## src/rtl/clksync_pkg.sv

```systemverilog
package clksync_pkg;

  typedef enum logic [1:0] {
    PH_OFF  = 2'd0,
    PH_LOW  = 2'd1,
    PH_WAIT = 2'd2,
    PH_HIGH = 2'd3
  } phase_t;

  // control -> datapath
  typedef struct packed {
    logic clr;
    logic inc;
  } cnt_cmd_t;

  // datapath -> control
  typedef struct packed {
    logic lineS;
    logic rise;
    logic fall;
    logic lowDone;
    logic highDone;
    logic cntZero;
  } dp_stat_t;

endpackage

```

## src/rtl/clksync_dp.sv

```systemverilog
module clksync_dp
  import clksync_pkg::*;
#(
  parameter int CW          = 16,
  parameter int SYNC_STAGES = 2
) (
  input  logic          clk,
  input  logic          rstN,
  input  cnt_cmd_t      cmd,
  input  logic [CW-1:0] lowCount,
  input  logic [CW-1:0] highCount,
  input  logic          lineIn,
  output dp_stat_t      stat
);

  logic [SYNC_STAGES-1:0] syncQ;
  logic                   linePrev;
  logic [CW-1:0]          cnt;
  logic [CW-1:0]          lowEff;
  logic [CW-1:0]          highEff;
  logic [CW:0]            cntNext;

  // synchronizer chain, one flop per stage
  genvar g;
  generate
    for (g = 0; g < SYNC_STAGES; g++) begin : g_sync
      if (g == 0) begin : g_first
        always_ff @(posedge clk or negedge rstN) begin
          if (!rstN) syncQ[0] <= 1'b1;
          else       syncQ[0] <= lineIn;
        end
      end else begin : g_next
        always_ff @(posedge clk or negedge rstN) begin
          if (!rstN) syncQ[g] <= 1'b1;
          else       syncQ[g] <= syncQ[g-1];
        end
      end
    end
  endgenerate

  always_ff @(posedge clk or negedge rstN) begin
    if (!rstN) begin
      linePrev <= 1'b1;
      cnt      <= '0;
    end else begin
      linePrev <= syncQ[SYNC_STAGES-1];
      if (cmd.clr)
        cnt <= '0;
      else if (cmd.inc && (cnt != '1))
        cnt <= cnt + 1'b1;
    end
  end

  always_comb begin
    lowEff  = (lowCount  == '0) ? CW'(1) : lowCount;
    highEff = (highCount == '0) ? CW'(1) : highCount;
    cntNext = {1'b0, cnt} + 1'b1;

    stat.lineS    = syncQ[SYNC_STAGES-1];
    stat.rise     = syncQ[SYNC_STAGES-1] & ~linePrev;
    stat.fall     = ~syncQ[SYNC_STAGES-1] & linePrev;
    stat.lowDone  = cntNext >= {1'b0, lowEff};
    stat.highDone = cntNext >= {1'b0, highEff};
    stat.cntZero  = (cnt == '0);
  end

endmodule

```

## src/rtl/clksync_ctrl.sv

```systemverilog
module clksync_ctrl
  import clksync_pkg::*;
(
  input  logic     clk,
  input  logic     rstN,
  input  logic     enable,
  input  dp_stat_t stat,
  output cnt_cmd_t cmd,
  output logic     pullLow,
  output logic     changeStrobe,
  output logic     sampleStrobe,
  output logic     waitFlag
);

  phase_t state, stateNext;

  always_ff @(posedge clk or negedge rstN) begin
    if (!rstN) state <= PH_OFF;
    else       state <= stateNext;
  end

  always_comb begin
    stateNext = state;
    cmd.clr   = 1'b0;
    cmd.inc   = 1'b0;
    unique case (state)
      PH_OFF: begin
        cmd.clr   = 1'b1;
        stateNext = PH_LOW;
      end
      PH_LOW: begin
        cmd.inc = 1'b1;
        if (stat.lowDone) stateNext = PH_WAIT;
      end
      PH_WAIT: begin
        cmd.clr = 1'b1;
        if (stat.rise) stateNext = PH_HIGH;
      end
      PH_HIGH: begin
        if (stat.fall || stat.highDone) begin
          cmd.clr   = 1'b1;
          stateNext = PH_LOW;
        end else begin
          cmd.inc = 1'b1;
        end
      end
      default: stateNext = PH_OFF;
    endcase
    if (!enable) begin
      stateNext = PH_OFF;
      cmd.clr   = 1'b1;
      cmd.inc   = 1'b0;
    end
  end

  always_comb begin
    pullLow      = (state == PH_LOW);
    changeStrobe = (state == PH_LOW)  && stat.cntZero;
    sampleStrobe = (state == PH_HIGH) && stat.cntZero;
    waitFlag     = ((state == PH_WAIT) || (state == PH_HIGH)) && !stat.lineS;
  end

  // a disabled block lets go of the line on the next edge
  a_r1_release_when_off: assert property (@(posedge clk) disable iff (!rstN)
    !enable |=> !pullLow);

  // every new pull-low comes with the change strobe
  a_r7_change_on_pull: assert property (@(posedge clk) disable iff (!rstN)
    $rose(pullLow) |-> changeStrobe);

  // a falling line during the high phase restarts the low phase
  a_r6_fall_cuts_high: assert property (@(posedge clk) disable iff (!rstN)
    (state == PH_HIGH && stat.fall && enable) |=> pullLow);

  // no high phase without a seen rising edge
  a_r4_no_high_without_rise: assert property (@(posedge clk) disable iff (!rstN)
    (state == PH_WAIT && !stat.rise) |=> state != PH_HIGH);

endmodule

```

## src/rtl/clksync_top.sv

```systemverilog
module clksync_top
  import clksync_pkg::*;
#(
  parameter int CW          = 16,
  parameter int SYNC_STAGES = 2
) (
  input  logic          clk,
  input  logic          rstN,
  input  logic          enable,
  input  logic [CW-1:0] lowCount,
  input  logic [CW-1:0] highCount,
  input  logic          lineIn,
  output logic          pullLow,
  output logic          changeStrobe,
  output logic          sampleStrobe,
  output logic          waitFlag
);

  cnt_cmd_t cmd;
  dp_stat_t stat;

  clksync_dp #(
    .CW          (CW),
    .SYNC_STAGES (SYNC_STAGES)
  ) dp_i (
    .clk       (clk),
    .rstN      (rstN),
    .cmd       (cmd),
    .lowCount  (lowCount),
    .highCount (highCount),
    .lineIn    (lineIn),
    .stat      (stat)
  );

  clksync_ctrl ctrl_i (
    .clk          (clk),
    .rstN         (rstN),
    .enable       (enable),
    .stat         (stat),
    .cmd          (cmd),
    .pullLow      (pullLow),
    .changeStrobe (changeStrobe),
    .sampleStrobe (sampleStrobe),
    .waitFlag     (waitFlag)
  );

endmodule

```

## config.mk

```make
export PLATFORM = sky130hd
export DESIGN_NAME = clksync_top
export DESIGN_NICKNAME = d
export VERILOG_FILES = /design/src/rtl/clksync_pkg.sv /design/src/rtl/clksync_dp.sv /design/src/rtl/clksync_ctrl.sv /design/src/rtl/clksync_top.sv
export SDC_FILE = /design/constraint.sdc
export NUM_CORES = 1
export LEC_CHECK = 0
export ABC_AREA = 1
export ABC_CLOCK_PERIOD_IN_PS = 3140
export BUFFER_PORTS_ARGS = -buffer_cell sky130_fd_sc_hd__buf_2
export CORE_ASPECT_RATIO = 1.1
export CORE_MARGIN = 5
export CORE_UTILIZATION = 58
export CTS_CLUSTER_SIZE = 14
export DETAILED_ROUTE_END_ITERATION = 16
export PLACE_DENSITY = 0.92
export SYNTH_ARGS = -nofsm -noshare
export SYNTH_HDL_FRONTEND = slang
export SYNTH_SLANG_ARGS = --single-unit
```

## constraint.sdc

```tcl
create_clock -name clk -period 3.14 [get_ports clk]
set_input_delay 0.314 -clock clk [delete_from_list [all_inputs] [get_ports clk]]
set_output_delay 0.314 -clock clk [all_outputs]
set_load 0.01 [all_outputs]
```

### Yosys cells after proc, flatten, opt, wreduce, memory -nomap -nowiden

Index checks and enable logic that the tools add are counted.
Widths: inputs -> output; s select.

| operators by class | value |
|---|---|
| magnitude comparators | 2 |
| mux-type cells | 14 |
| eq/ne operators | 7 |
| reductions and logical operators | 14 |
| bitwise gates (word level) | 4 |
| $add $sub $neg | 2 |

Operators by type and width:

| kind | count |
|---|---|
| $mux 16 | 4 |
| $logic_not 16->1 | 3 |
| $ge 17x16->1 | 2 |
| $add 16x1->17 const B | 1 |
| $add 16x1->16 const B | 1 |
| $ne 16x16->1 const B | 1 |
| $mux 2 | 5 |
| $ne 3x2->1 const B | 3 |
| $pmux 2 s4 | 1 |
| $eq 2x2->1 const B | 2 |
| $logic_and 1x1->1 | 4 |
| $pmux 1 s2 | 2 |
| $reduce_and 3->1 | 1 |
| $and 1x1->1 | 2 |
| $eq 2x1->1 const B | 1 |
| $logic_not 2->1 | 1 |
| $logic_or 1x1->1 | 2 |
| $mux 1 | 2 |
| $not 1->1 | 2 |
| $reduce_bool 2->1 | 1 |
| $reduce_or 2->1 | 1 |
| $logic_not 1->1 | 1 |

| word-level totals | value |
|---|---|
| register bits | 21 |
| output and inout bits | 4 |
| input port bits | 36 |
| logic and storage cells | 48 |

### Longest topological paths before layout

| logic depth | value |
|---|---|
| depth in word-level cells | 10 |
| gate-level depth with buffers | 25 |
| depth with buffers taken out | 24 |

### Hierarchy

A second synthesis with hierarchy kept.

| unflattened totals | value |
|---|---|
| cells, all modules | 390 |
| area total of the unflattened synthesis | 2517.4 sq um |

Modules (own cells, without submodules):

| module | times used | sequential area each (sq um) | area an instance (sq um) | cells an instance |
|---|---|---|---|---|
| clksync_dp | 1 | 479.2 | 2255.9 | 352 |
| clksync_ctrl | 1 | 50.0 | 261.5 | 38 |

### Worst setup path after synthesis

Ideal clock, no wire load.

| timing path | value |
|---|---|
| path type | reg2reg |
| start point | reg dp_i.cnt[0] |
| end point | reg dp_i.cnt[10] |
| path buffers | 1 |
| clock period less this slack | 2816 ps |
| setup slack | 324 ps |
| cell stages (with the launch flop) | 24 |
| data required time | 3067 ps |
| setup time | 73 ps |
| arrival | 2743 ps |
| cell sequence | dfrtp_1 ha_1 nand2_1 inv_2 nand2_4 nor2_1 nand4_1 xor2_1 inv_1 ha_1 nand2_1 inv_1 nand2_1 nor2_1 a21oi_1 nand2_1 nand2_1 nand2_1 nand2_1 nand3_2 nand2_4 buf_2 nand3_1 a21oi_2 |

| between the ends | value |
|---|---|
| word-level cells in the longest chain between the ends | 8 |
| elaborated cells between the ends (all ways) | 14 |
| classes of those cells | 2 x add/sub; 1 x order compare; 1 x eq/ne; 7 x mux; 3 x reduce/logical |

Ends and longest elaborated chain:

| element | line | text |
|---|---|---|
| start, declared | clksync_dp.sv:18 | `logic [CW-1:0] cnt;` |
| start signal, assigned | clksync_dp.sv:50 | `cnt <= cnt + 1'b1;` |
| $add 16x1->17 | clksync_dp.sv:57 | `cntNext = {1'b0, cnt} + 1'b1;` |
| $ge 17x16->1 | clksync_dp.sv:63 | `stat.highDone = cntNext >= {1'b0, highEff};` |
| $logic_or 1x1->1 | clksync_ctrl.sv:40 | `if (stat.fall \|\| stat.highDone) begin` |
| $mux 1 | clksync_ctrl.sv:40 |  |
| $pmux 1 s2 | clksync_ctrl.sv:26 | `unique case (state)` |
| $mux 2 | clksync_ctrl.sv:49 | `if (!enable) begin` |
| $logic_and 1x1->1 | clksync_dp.sv:49 | `else if (cmd.inc && (cnt != '1))` |
| $reduce_bool 2->1 (no line) | -- |  |

Parallel ways exist; a longest one is shown, timed or not. The select of a mux whose other input is x is not followed.
A chain may end at the register's enable or synchronous reset.

### Worst setup path in the final report

| timing path | value |
|---|---|
| start point | reg dp_i.cnt[0] |
| end point | reg ctrl_i.state[1] |

| between the ends | value |
|---|---|
| word-level cells in the longest chain between the ends | 5 |
| elaborated cells between the ends (all ways) | 7 |
| classes of those cells | 1 x add/sub; 2 x order compare; 2 x eq/ne; 2 x reduce/logical |

Ends and longest elaborated chain:

| element | line | text |
|---|---|---|
| $add 16x1->17 * | clksync_dp.sv:57 |  |
| $ge 17x16->1 | clksync_dp.sv:63 |  |
| $logic_or 1x1->1 | clksync_ctrl.sv:40 |  |
| $ne 3x2->1 (no line) | -- |  |
| $reduce_and 3->1 (no line) * | -- |  |
| end signal, assigned | clksync_ctrl.sv:19 | `else state <= stateNext;` |
| end, declared | clksync_ctrl.sv:15 | `phase_t state, stateNext;` |

Every way passes the cells marked *; elsewhere a longest branch is shown, timed or not.

==> out/qor.txt <==
setup TNS: 0 ps
CP peak stage delay: 430 ps
vias in the first global route: 2455
largest net degree at the start of global routing: 22
Slew headroom: 60.9%
post-synthesis adder-cell area fraction: 19.3%
gr ovfl total: 0
max-slew violation count: 0
Setup Skew: 1.10 ps
final hold violation count: 0
antenna cell count: 0
Period minus WS final: 3030 ps
Switching Power: 0.531 mW
commonest non-fill, non-tap cells in the layout: nand2_1, inv_1, buf_2
# clock sinks: 21
post-synthesis xor/xnor area fraction: 4.26%
CP Class: reg2reg
Comb power frac: 54.8%
CTS tree: yes
cts hold-fix bufs: 0
Max VDD drop: 519 uV
Routed Antenna Nets: 0
Via density: 5.72
Chip Height: 78.4 um
Synth Area in Simple Gates: 33.2%
cells after synthesis: 349
Final Non-Filler Cells: 457
CTS buffer count: 3
All-Layer GR Usage: 22.8%
syn nets: 423
drt first pass iters: 5
DR DRC count: 0
Mean Syn Cell Area: 7.07 um^2
routed vias: 2616
fraction of layout cells with a size suffix above 1: 27.4%
Lkg Pwr: 1.68 nW
power share of the clock group: 16.0%
final wirelength: 6930 um
status: finished clean
compound-gate portion of the synthesized area: 9.28%
Maximum Capacitance Violations: 0
H-Tree Depth: 1
highest clock rate: 0.330 GHz
Buffers on Ports: 39
worst-path cell chain: ha_4 -> nand2_1 -> inv_2 -> nand2_4 -> nor3_4 -> nand4_1 -> xnor2_2 -> buf_4 -> ha_1 -> nand4_1 -> nor4_1 -> nand2_1 -> nand4_1 -> nand3_1 -> nand2_1 -> nand2_1
CP arrival: 3190 ps
sequential share of power: 29.2%
CP required: 3300 ps
worst min path class: in2async
final-stage net count: 480
Starting Density: 60.8%
hold_ws: 0.838 ps
leading area contributor after synthesis: ha_1
Core Area: 0.00405 mm^2
Slew @ Worst Pin: 581 ps
Die Wd: 72.2 um
CP max stage cell: dfrtp_2
Area contributors post-synth: ha_1, dfrtp_1, nand2_1
Root Driver: clkbuf_8
internal power: 0.583 mW
num rows: 24
switch share: 47.7%
CP Max Fanout: 5
Routed wire per std cell: 15.2 um
number of synthesized register bits: 21
clock-pin slew on the worst setup and hold paths: 70 ps
main combinational cell family by area after synthesis: simple AND/OR/NAND/NOR gates
Syn Std Cell Area: 0.00247 mm^2
top cell type's share of synthesized area: 19.3%
most common cell after layout, fill and taps aside: nand2_1
dpl cells: 444
fin area: 0.00302 mm^2
Final Wtd Congestion: 0.942
Yosys cell types: 31
PwrDens: 369 mW/mm^2
CP dominant cell by count: nand2_1
final worst-path cycle share: 96.6%
P&R area growth vs syn: 22.3%
post-synthesis mux area share: 0%
Max Root-Sink Buffers: 2
Yosys Warn Count: 0
full die area: 0.00566 mm^2
Finish-stage setup viols: 0
DP Area: 0.00276 mm^2
initial antenna violation count: 0
hpwl dp: 5160 um
Worst setup EP type: flop
CP Buf/Inv Count: 2
clock latency on the worst-skew pair: 260 ps
register area share after synthesis: 21.5%
IO Pins: 40
first-pass GRT wire length: 10500 um
Worst setup SP type: flop
delay-heaviest family, CP: simple AND/OR/NAND/NOR gates
Iter 0 DRT Violations: 206
[per-stage QoR]
step	util, %	setup slack, ps	power, mW
after detailed placement	68.0	-40.2	0.831
final	74.4	107	1.11
after floorplan	-	324	0.718
after global placement	68.0	138	0.812
after CTS	69.1	9.43	1.01
after global routing	74.4	-131	1.20
[state kept, by name, summed over array words and instances (netlist names)]
signal / flops
dp_i.cnt: 16
ctrl_i.state: 2
dp_i.linePrev: 1
dp_i.stat: 1
dp_i.syncQ: 1
[power by group through the flow]
stage / combinational [mW] / sequential [mW] / clock (mW)
final: 0.610 / 0.325 / 0.179
after global routing: 0.678 / 0.328 / 0.193
after CTS: 0.512 / 0.319 / 0.181
after detailed placement: 0.507 / 0.324 / 0
after global placement: 0.491 / 0.321 / 0
after floorplan: 0.400 / 0.318 / 0
[layer usage]
metal  wire, um  GRT usage, %  vias up
li1           -             -     1266
met1       2720          27.7     1225
met2       3530          40.3      110
met3        501          2.68       15
met4        188          9.21        0
met5          0             0        -
[what timing repair did]
action | in CTS | in global routing
gates resized for setup | 1 | 34
pin swaps | 0 | 19
endpoints found under the setup margin | 16 | 18
endpoints found under the hold margin | 0 | 0
gates cloned | 0 | 2
buffers inserted | 0 | 7
[worst reg2reg max path, cell delays in order (launching register included)]
cell and delay, ps:
dfrtp_2 430, ha_4 150, nand2_1 60, inv_2 80, nand2_4 80, nor3_4 310, nand4_1 200, xnor2_2 190
buf_4 150, ha_1 310, nand4_1 130, nor4_1 300, nand2_1 100, nand4_1 180, nand3_1 120, nand2_1 70
nand2_1 50
[logic make-up after synthesis]
logic type | after synthesis
AND/OR/NAND/NOR | 166
buffers and inverters | 78
XOR/XNOR | 12
flip-flops | 21
adder cells (fa/ha/maj) | 38
AO/OA/AOI/OAI | 34
[cell type report]
class	count	area, um^2
well taps	52	65.1
flip-flops and latches	21	533
repair buffers	54	308
fillers	291	1040
inverters	74	278
clock buffers	4	45.0
multi-input cells	252	1790
[path summary, 6_finish.rpt]
| kind | slack (ps) | cells past startpoint | endpoint | startpoint |
|---|---|---|---|---|
| max in group asynchronous | 2790 | 1 | dp_i.cnt[0] | rstN |
| worst max-delay path | 110 | 16 | ctrl_i.state[1] | dp_i.cnt[0] |
| min in group clk | 140 | 1 | dp_i.syncQ[0] | lineIn |
| worst max register to register | 110 | 16 | ctrl_i.state[1] | dp_i.cnt[0] |
| worst min register to register | 360 | 0 | dp_i.stat[5] | dp_i.syncQ[0] |
| worst min-delay path | 0.8 | 1 | dp_i.cnt[6] | rstN |
[synthesized netlist by cell type (all sizes together)]
library cell and n:
dfstp 3, clkbuf 1, buf 3, xnor2 3
inv 74, o21a 1, nor2 25, a21oi 25
xor2 9, a21o 1, a41o 2, ha 38
nand2 78, o21ai 3, dfrtp 18, nor3 7
nor4 10, nand4 18, nand3 26, a31oi 2
nand3b 2
No activity file was read; power rests on OpenSTA's default activity.
